### src/rtl/i2cw_pkg.sv
// Package: shared types for the write-only I2C target.
// Assumes: bytes are 8 bits; the phase tracks the position within a transfer.
package i2cw_pkg;
    localparam int BYTE_W = 8;

    typedef enum logic [2:0] {
        ST_IDLE,    // no transfer in progress
        ST_BITS,    // shifting in the bits of a byte
        ST_HOLD,    // eighth bit taken, waiting for SCL to fall
        ST_ACK,     // ninth clock, acknowledge in progress
        ST_SKIP     // not addressed, wait for START or STOP
    } rx_state_t;

    typedef enum logic [1:0] {
        PH_ADDR,    // next byte is the device address
        PH_PTR,     // next byte is the register pointer
        PH_DATA     // next byte is register data
    } rx_phase_t;
endpackage

### src/rtl/i2cw_sync.sv
// Module: i2cw_sync
// Purpose: two-flop synchronizer with edge detection for each line.
// Assumes: the lines idle high, so reset loads ones into every flop.
module i2cw_sync #(
    parameter int WIDTH = 2
) (
    input  logic             clk,
    input  logic             rst_n,
    input  logic [WIDTH-1:0] din,
    output logic [WIDTH-1:0] lvl,
    output logic [WIDTH-1:0] rise,
    output logic [WIDTH-1:0] fall
);
    for (genvar g = 0; g < WIDTH; g++) begin : g_line
        logic meta, stab, prev;

        // Resynchronize the line and remember its last level.
        always_ff @(posedge clk) begin
            if (!rst_n) begin
                meta <= 1'b1;
                stab <= 1'b1;
                prev <= 1'b1;
            end else begin
                meta <= din[g];
                stab <= meta;
                prev <= stab;
            end
        end

        assign lvl[g]  = stab;
        assign rise[g] = stab & ~prev;
        assign fall[g] = ~stab & prev;
    end
endmodule

### src/rtl/i2cw_rx_fsm.sv
// Module: i2cw_rx_fsm
// Purpose: decodes the bus into address, pointer and data bytes.
// It drives the acknowledge and issues one write strobe per data byte.
// Assumes: the SCL and SDA inputs are already synchronized; SCL low phases
// span several clocks, so SCL is low when sda_pull changes.
module i2cw_rx_fsm
    import i2cw_pkg::*;
#(
    parameter int         NUM_REGS = 22,
    parameter logic [6:0] DEV_ADDR = 7'b0011010
) (
    input  logic              clk,
    input  logic              rst_n,
    input  logic              scl_lvl,
    input  logic              scl_rise,
    input  logic              scl_fall,
    input  logic              sda_lvl,
    input  logic              sda_rise,
    input  logic              sda_fall,
    input  logic              addr_pick,
    output logic              sda_pull,
    output logic              wr_en,
    output logic [BYTE_W-1:0] wr_addr,
    output logic [BYTE_W-1:0] wr_data,
    output logic [BYTE_W-1:0] ptr,
    output logic              skipping
);
    localparam logic [BYTE_W-1:0] LAST_ADDR = BYTE_W'(NUM_REGS - 1);

    rx_state_t         st;
    rx_phase_t         phase;
    logic [2:0]        bitcnt;
    logic [BYTE_W-1:0] shreg;
    logic              start_ev, stop_ev, addr_hit;
    logic [BYTE_W-1:0] ptr_next;

    // Bus conditions and decodes taken from the synchronized lines.
    always_comb begin
        start_ev = sda_fall & scl_lvl;
        stop_ev  = sda_rise & scl_lvl;
        addr_hit = (shreg[7:1] == {DEV_ADDR[6:1], addr_pick}) && !shreg[0];
        ptr_next = (ptr == LAST_ADDR) ? '0 : ptr + 1'b1;
    end

    assign skipping = (st == ST_SKIP);

    // Main receive sequencer.
    always_ff @(posedge clk) begin
        if (!rst_n) begin
            st       <= ST_IDLE;
            phase    <= PH_ADDR;
            bitcnt   <= '0;
            shreg    <= '0;
            ptr      <= '0;
            sda_pull <= 1'b0;
            wr_en    <= 1'b0;
            wr_addr  <= '0;
            wr_data  <= '0;
        end else begin
            wr_en <= 1'b0;
            if (start_ev) begin
                st       <= ST_BITS;
                phase    <= PH_ADDR;
                bitcnt   <= '0;
                sda_pull <= 1'b0;
            end else if (stop_ev) begin
                st       <= ST_IDLE;
                sda_pull <= 1'b0;
            end else begin
                case (st)
                    ST_BITS: begin
                        if (scl_rise) begin
                            shreg  <= {shreg[BYTE_W-2:0], sda_lvl};
                            bitcnt <= bitcnt + 1'b1;
                            if (bitcnt == 3'd7) st <= ST_HOLD;
                        end
                    end
                    ST_HOLD: begin
                        if (scl_fall) begin
                            case (phase)
                                PH_ADDR: begin
                                    if (addr_hit) begin
                                        phase    <= PH_PTR;
                                        sda_pull <= 1'b1;
                                        st       <= ST_ACK;
                                    end else begin
                                        st <= ST_SKIP;
                                    end
                                end
                                PH_PTR: begin
                                    ptr      <= shreg;
                                    phase    <= PH_DATA;
                                    sda_pull <= 1'b1;
                                    st       <= ST_ACK;
                                end
                                default: begin
                                    wr_en    <= 1'b1;
                                    wr_addr  <= ptr;
                                    wr_data  <= shreg;
                                    ptr      <= ptr_next;
                                    sda_pull <= 1'b1;
                                    st       <= ST_ACK;
                                end
                            endcase
                        end
                    end
                    ST_ACK: begin
                        if (scl_fall) begin
                            sda_pull <= 1'b0;
                            bitcnt   <= '0;
                            st       <= ST_BITS;
                        end
                    end
                    default: ;
                endcase
            end
        end
    end
endmodule

### src/rtl/i2cw_regbank.sv
// Module: i2cw_regbank
// Purpose: NUM_REGS byte registers written by address strobe.
// Assumes: a write to an address at or above NUM_REGS is dropped.
module i2cw_regbank #(
    parameter int NUM_REGS = 22,
    parameter int BYTE_W   = 8
) (
    input  logic                       clk,
    input  logic                       rst_n,
    input  logic                       wr_en,
    input  logic [BYTE_W-1:0]          wr_addr,
    input  logic [BYTE_W-1:0]          wr_data,
    output logic [NUM_REGS*BYTE_W-1:0] regs_flat
);
    for (genvar i = 0; i < NUM_REGS; i++) begin : g_reg
        logic [BYTE_W-1:0] val;

        // Load this register when the strobe names it.
        always_ff @(posedge clk) begin
            if (!rst_n)                                    val <= '0;
            else if (wr_en && (wr_addr == BYTE_W'(i)))     val <= wr_data;
        end

        assign regs_flat[i*BYTE_W +: BYTE_W] = val;
    end
endmodule

### src/rtl/i2cw_target.sv
// Module: i2cw_target (top)
// Purpose: write-only I2C target feeding a bank of control registers.
// Assumes: clk is at least 8x SCL; an external open-drain pad pulls SDA low
// while sda_pull is 1.
module i2cw_target
    import i2cw_pkg::*;
#(
    parameter int         NUM_REGS = 22,
    parameter logic [6:0] DEV_ADDR = 7'b0011010
) (
    input  logic                       clk,
    input  logic                       rst_n,
    input  logic                       scl_in,
    input  logic                       sda_in,
    input  logic                       addr_pick,
    output logic                       sda_pull,
    output logic [NUM_REGS*BYTE_W-1:0] regs_flat
);
    logic [1:0]        lvl, rise, fall;
    logic              wr_en, skipping;
    logic [BYTE_W-1:0] wr_addr, wr_data, ptr;

    i2cw_sync #(.WIDTH(2)) u_sync (
        .clk(clk), .rst_n(rst_n), .din({sda_in, scl_in}),
        .lvl(lvl), .rise(rise), .fall(fall)
    );

    i2cw_rx_fsm #(.NUM_REGS(NUM_REGS), .DEV_ADDR(DEV_ADDR)) u_fsm (
        .clk(clk), .rst_n(rst_n),
        .scl_lvl(lvl[0]), .scl_rise(rise[0]), .scl_fall(fall[0]),
        .sda_lvl(lvl[1]), .sda_rise(rise[1]), .sda_fall(fall[1]),
        .addr_pick(addr_pick), .sda_pull(sda_pull),
        .wr_en(wr_en), .wr_addr(wr_addr), .wr_data(wr_data),
        .ptr(ptr), .skipping(skipping)
    );

    i2cw_regbank #(.NUM_REGS(NUM_REGS), .BYTE_W(BYTE_W)) u_bank (
        .clk(clk), .rst_n(rst_n), .wr_en(wr_en), .wr_addr(wr_addr),
        .wr_data(wr_data), .regs_flat(regs_flat)
    );
endmodule

### config.mk
export PLATFORM = sky130hd
export DESIGN_NAME = i2cw_target
export DESIGN_NICKNAME = d
export VERILOG_FILES = /design/src/rtl/i2cw_pkg.sv /design/src/rtl/i2cw_sync.sv /design/src/rtl/i2cw_rx_fsm.sv /design/src/rtl/i2cw_regbank.sv /design/src/rtl/i2cw_target.sv
export SDC_FILE = /design/constraint.sdc
export NUM_CORES = 1
export LEC_CHECK = 0
export BUFFER_PORTS_ARGS = -buffer_cell sky130_fd_sc_hd__buf_2
export CAP_MARGIN = 20
export CORE_UTILIZATION = 59
export DETAILED_ROUTE_END_ITERATION = 10
export HOLD_SLACK_MARGIN = 0.15
export PLACE_DENSITY = 0.95
export SLEW_MARGIN = 5
export SYNTH_ARGS = -nofsm -noshare
export SYNTH_HDL_FRONTEND = slang
export SYNTH_HIERARCHICAL = 1
export SYNTH_SLANG_ARGS = --single-unit
### constraint.sdc
create_clock -name clk -period 5.3 [get_ports clk]
set_input_delay 1.06 -clock clk [delete_from_list [all_inputs] [get_ports clk]]
set_output_delay 1.06 -clock clk [all_outputs]
set_load 0.02 [all_outputs]
# == Yosys cells after proc, flatten, opt, wreduce, memory -nomap -nowiden ==
# Cells that the tools add are included.
# totals
ff_bits,224
latchBits,0
ram_bits,0
mem_bits_ro,0
inputBits,5
mem_count,0
# classes
add_sub_neg,2
multipliers,0
n_div,0
magnitude_cmp,0
eq_ne,38
shift,0
mux,22
bitwise_logic,17
n_reduce_logical,43
# ops
op,n
$eq A8 B4 Y1 const B,8
$eq A8 B5 Y1 const B,7
$eq A8 B3 Y1 const B,4
$reduce_and A5 Y1,5
$mux W3,8
$logic_and A1 B1 Y1,23
$eq A8 B2 Y1 const B,2
$ne A4 B1 Y1 const B,4
$pmux W8 S2,1
$reduce_and A4 Y1,3
$not A1 Y1,11
$ne A2 B1 Y1 const B,5
$pmux W3 S3,1
$add A8 B1 Y8 const B,1
$eq A8 B1 Y1 const B,1
$logic_not A8 Y1,1
$mux W8,1
$eq A7 B5 Y1,1
$mux W1,7
$and A1 B1 Y1,6
$eq A3 B2 Y1 const B,2
$pmux W3 S2,1
$reduce_bool A2 Y1,3
$reduce_bool A5 Y1,1
other kinds (14),15

# == Longest topological paths before layout ==
# logic_depth
depth_word,8
mapped_depth,7
mapped_depth_nobuf,5

# == Modules after synthesis ==
# The synthesis kept the hierarchy.
# by_module_without_submodules
module,n_inst,cells_per_inst,area_per_inst_um2
i2cw_regbank,1,618,6503.7
i2cw_rx_fsm,1,227,2068.2
i2cw_sync,1,18,197.7

# == Worst setup path after synthesis ==
# OpenSTA, ideal clock, no wires.
# synth_timing
kind,input to register
startpoint,input port addr_pick
endpoint,register u_fsm.sda_pull
setup_ns,0.115
arrival_time_ns,1.826
path_slack_ns,3.359
stages,4
cell_sequence,xnor2_1 a311oi_1 nor2_1 o21a_1
# synth_between
elab_chain_cells,4
# synth_rtl
element,line_no,rtl
from (decl),i2cw_target.sv:15,"input logic addr_pick,"
$eq A7 B5 Y1,i2cw_rx_fsm.sv:41,"addr_hit = (shreg[7:1] == {DEV_ADDR[6:1], addr_pick}) && !shreg[0];"
$logic_and A1 B1 Y1,i2cw_rx_fsm.sv:41,
$ne A3 B2 Y1 (no source line),-,
$reduce_and A4 Y1 (no source line),-,
to (signal assigned),i2cw_rx_fsm.sv:55,sda_pull <= 1'b0;
to (signal assigned),i2cw_rx_fsm.sv:65,sda_pull <= 1'b0;
to (signal assigned),i2cw_rx_fsm.sv:68,sda_pull <= 1'b0;
to (decl),i2cw_rx_fsm.sv:21,"output logic sda_pull,"
# Every way passes these cells.
# A chain may end at the register's enable or synchronous reset.

==> results.json <==
{
  "drc": 0,
  "finalClockSkew_ps": 19.1,
  "antenna_cells": 0,
  "arrival_ps": 3100,
  "min_to": "u_sync/g_line[0].stab$_SDFF_PN1_",
  "end_kind": "flip-flop",
  "setup_viol": 0,
  "nets": 1015,
  "finalHoldViolations": 0,
  "cts_tree": "yes",
  "num_rows": 44,
  "holdBufCountCts": 0,
  "drive_gt1_share_pct": 24.1,
  "vias": 6974,
  "synthesis.nets": 871,
  "grt_max_degree": 126,
  "peakVddDrop_mv": 0.244,
  "fmax_ghz": 0.369,
  "clkSlewWorstSetupHoldPaths_ps": 60,
  "power_density_nw_per_um2": 322,
  "startpoint_type": "primary input",
  "setup_tns_ps": 0,
  "port-buffer-count": 181,
  "viasPerCell": 5.79,
  "crit_chain": "buf_6 > nand2_1 > mux2i_1",
  "holdCritPathClass": "flip-flop to flip-flop",
  "worstHoldStart": "u_sync/g_line[0].meta$_SDFF_PN1_",
  "tightest_slew_ps": 1130,
  "die-area_um2": 15300,
  "cap_viol_max_count": 0,
  "routed_wl_um": 22800,
  "r2r_cells": 3,
  "status": "finished clean",
  "critPathKind": "primary input to flip-flop",
  "dp_hpwl_um": 13700,
  "rsz0062_at_grt": "no",
  "required_ps": 5690,
  "reg2reg_from": "u_fsm/wr_addr[5]$_SDFFE_PN0P_",
  "drt_pre_antenna_iters": 5,
  "wl_per_cell_um": 18.9,
  "io_pins": 182,
  "crit_start": "rst_n",
  "gp_congestion": 0.858,
  "cts_sinks": 224,
  "numCtsBuffers": 22,
  "critPathBufInv": 1,
  "r2r_slack_ps": 2670,
  "initial_core_util_pct": 60.3,
  "coreArea_um2": 14500,
  "area_growth_syn_to_layout_pct": 18.3,
  "grt_pass1_vias": 6672,
  "p_leak_nw": 5.16,
  "r2r_end": "u_bank/g_reg[13].val[5]$_SDFFE_PN0P_",
  "crit_slowest_cell": "nand2_1",
  "cts_max_level": 1,
  "post-route-min-period_ps": 2710,
  "cts_root_buf": "clkbuf_16",
  "die_w_um": 124,
  "grt_overflow": 0,
  "ctsLongestPathBuffers": 3,
  "finalCritPeriodShare_pct": 51.1,
  "yosysWarnings": 6,
  "cp_top_family": "simple AND/OR/NAND/NOR gates",
  "synth_area_um2": 8760,
  "maxSlewHeadroom_pct": 24.2,
  "drt_iter0_drc": 719,
  "grt_pass1_wl_um": 34200,
  "antenna_found_initial": 0,
  "slew_viol_final": 0,
  "cts_setup_buffers": 0,
  "drtAntennaViolNets": 0,
  "cts_resized": 0,
  "slowest_delay_ps": 890,
  "clk_latency_ps": 510,
  "n_fill_cell": 998,
  "timing.final.ws_setup_ps": 2590,
  "grt_usage_pct": 28.6,
  "chipHeight_um": 124,
  "netlist_instances": 862,
  "crit_fanout": 125,
  "avgSynthCellArea_um2": 10.2,
  "place_ws_ps": 2170,
  "min_path_cells": 1
}
layer usage:
layer	GRT usage [%]	vias up	wire, µm
met3	5.86	62	1960
met4	14.4	0	782
met2	46.5	358	10900
li1	-	3210	-
met5	0	-	0
met1	35.9	3344	9130
cells in the final DEF, fill, tap and decap left out, types with 5 or more instances in the layout:
master	n
nand3_1	14
o21ai_0	6
nand2b_1	7
nor2b_1	11
buf_2	180
clkbuf_8	5
clkbuf_16	23
mux2i_1	201
a21oi_1	15
nand2_1	199
nand3_2	9
inv_1	8
nor2_1	34
dfxtp_1	224
area by class of cell:
type / count / area [µm²] / share of cell area, %
repair buffers: 183 / 927 / 8.94
clock inverters: 7 / 93.8 / 0.905
well taps: 184 / 230 / 2.22
clock buffers: 31 / 656 / 6.32
inverters: 8 / 30.0 / 0.290
flip-flops and latches: 224 / 4480 / 43.2
multi-input cells: 567 / 3950 / 38.1
where the power goes:
part | total [mW] | switching (mW) | leakage (nW) | internal, mW
clock network | 1.60 | 0.641 | 0.363 | 0.959
logic | 0.0442 | 0.0352 | 3.00 | 0.00893
registers | 1.69 | 0.00597 | 1.80 | 1.69
flip-flops by register name, indices dropped and copies added (netlist names):
name,count
u_fsm/ptr,8
u_fsm/wr_data,8
u_fsm/shreg,8
u_fsm/st,3
u_fsm/bitcnt,3
u_sync/g_line.meta,2
u_bank/g.val,176
u_sync/g_line.stab,2
u_fsm/phase,2
u_sync/g_line.prev,2
u_fsm/wr_addr,8
u_fsm/sda_pull,1
u_fsm/wr_en,1
how the worst max path moves through the flow:
stage | endpoint | depth (start not counted)
final | u_bank/g_reg[12].val[1]$_SDFFE_PN0P_ | 3
after global routing | u_bank/g_reg[12].val[1]$_SDFFE_PN0P_ | 3
after CTS | u_bank/g_reg[10].val[4]$_SDFFE_PN0P_ | 3
after detailed placement | u_bank/g_reg[13].val[1]$_SDFFE_PN0P_ | 3
after global placement | u_bank/g_reg[15].val[3]$_SDFFE_PN0P_ | 3
after floorplan | u_fsm/sda_pull$_SDFFE_PP0P_ | 4
metrics by stage:
stage | util (%) | hold slack (ps) | cell area (µm²) | std cells | power (mW)
final | 71.3 | 410 | 10400 | 1204 | 3.34
after global routing | 71.3 | 434 | 10400 | 1204 | 3.42
after CTS | 71.3 | 416 | 10400 | 1203 | 3.35
after detailed placement | 66.1 | 402 | 9610 | 1165 | 1.77
after global placement | 66.1 | 390 | 9610 | 1165 | 1.77
after floorplan | - | 386 | 8760 | 862 | 1.76
No activity file was read; power rests on OpenSTA's default activity.
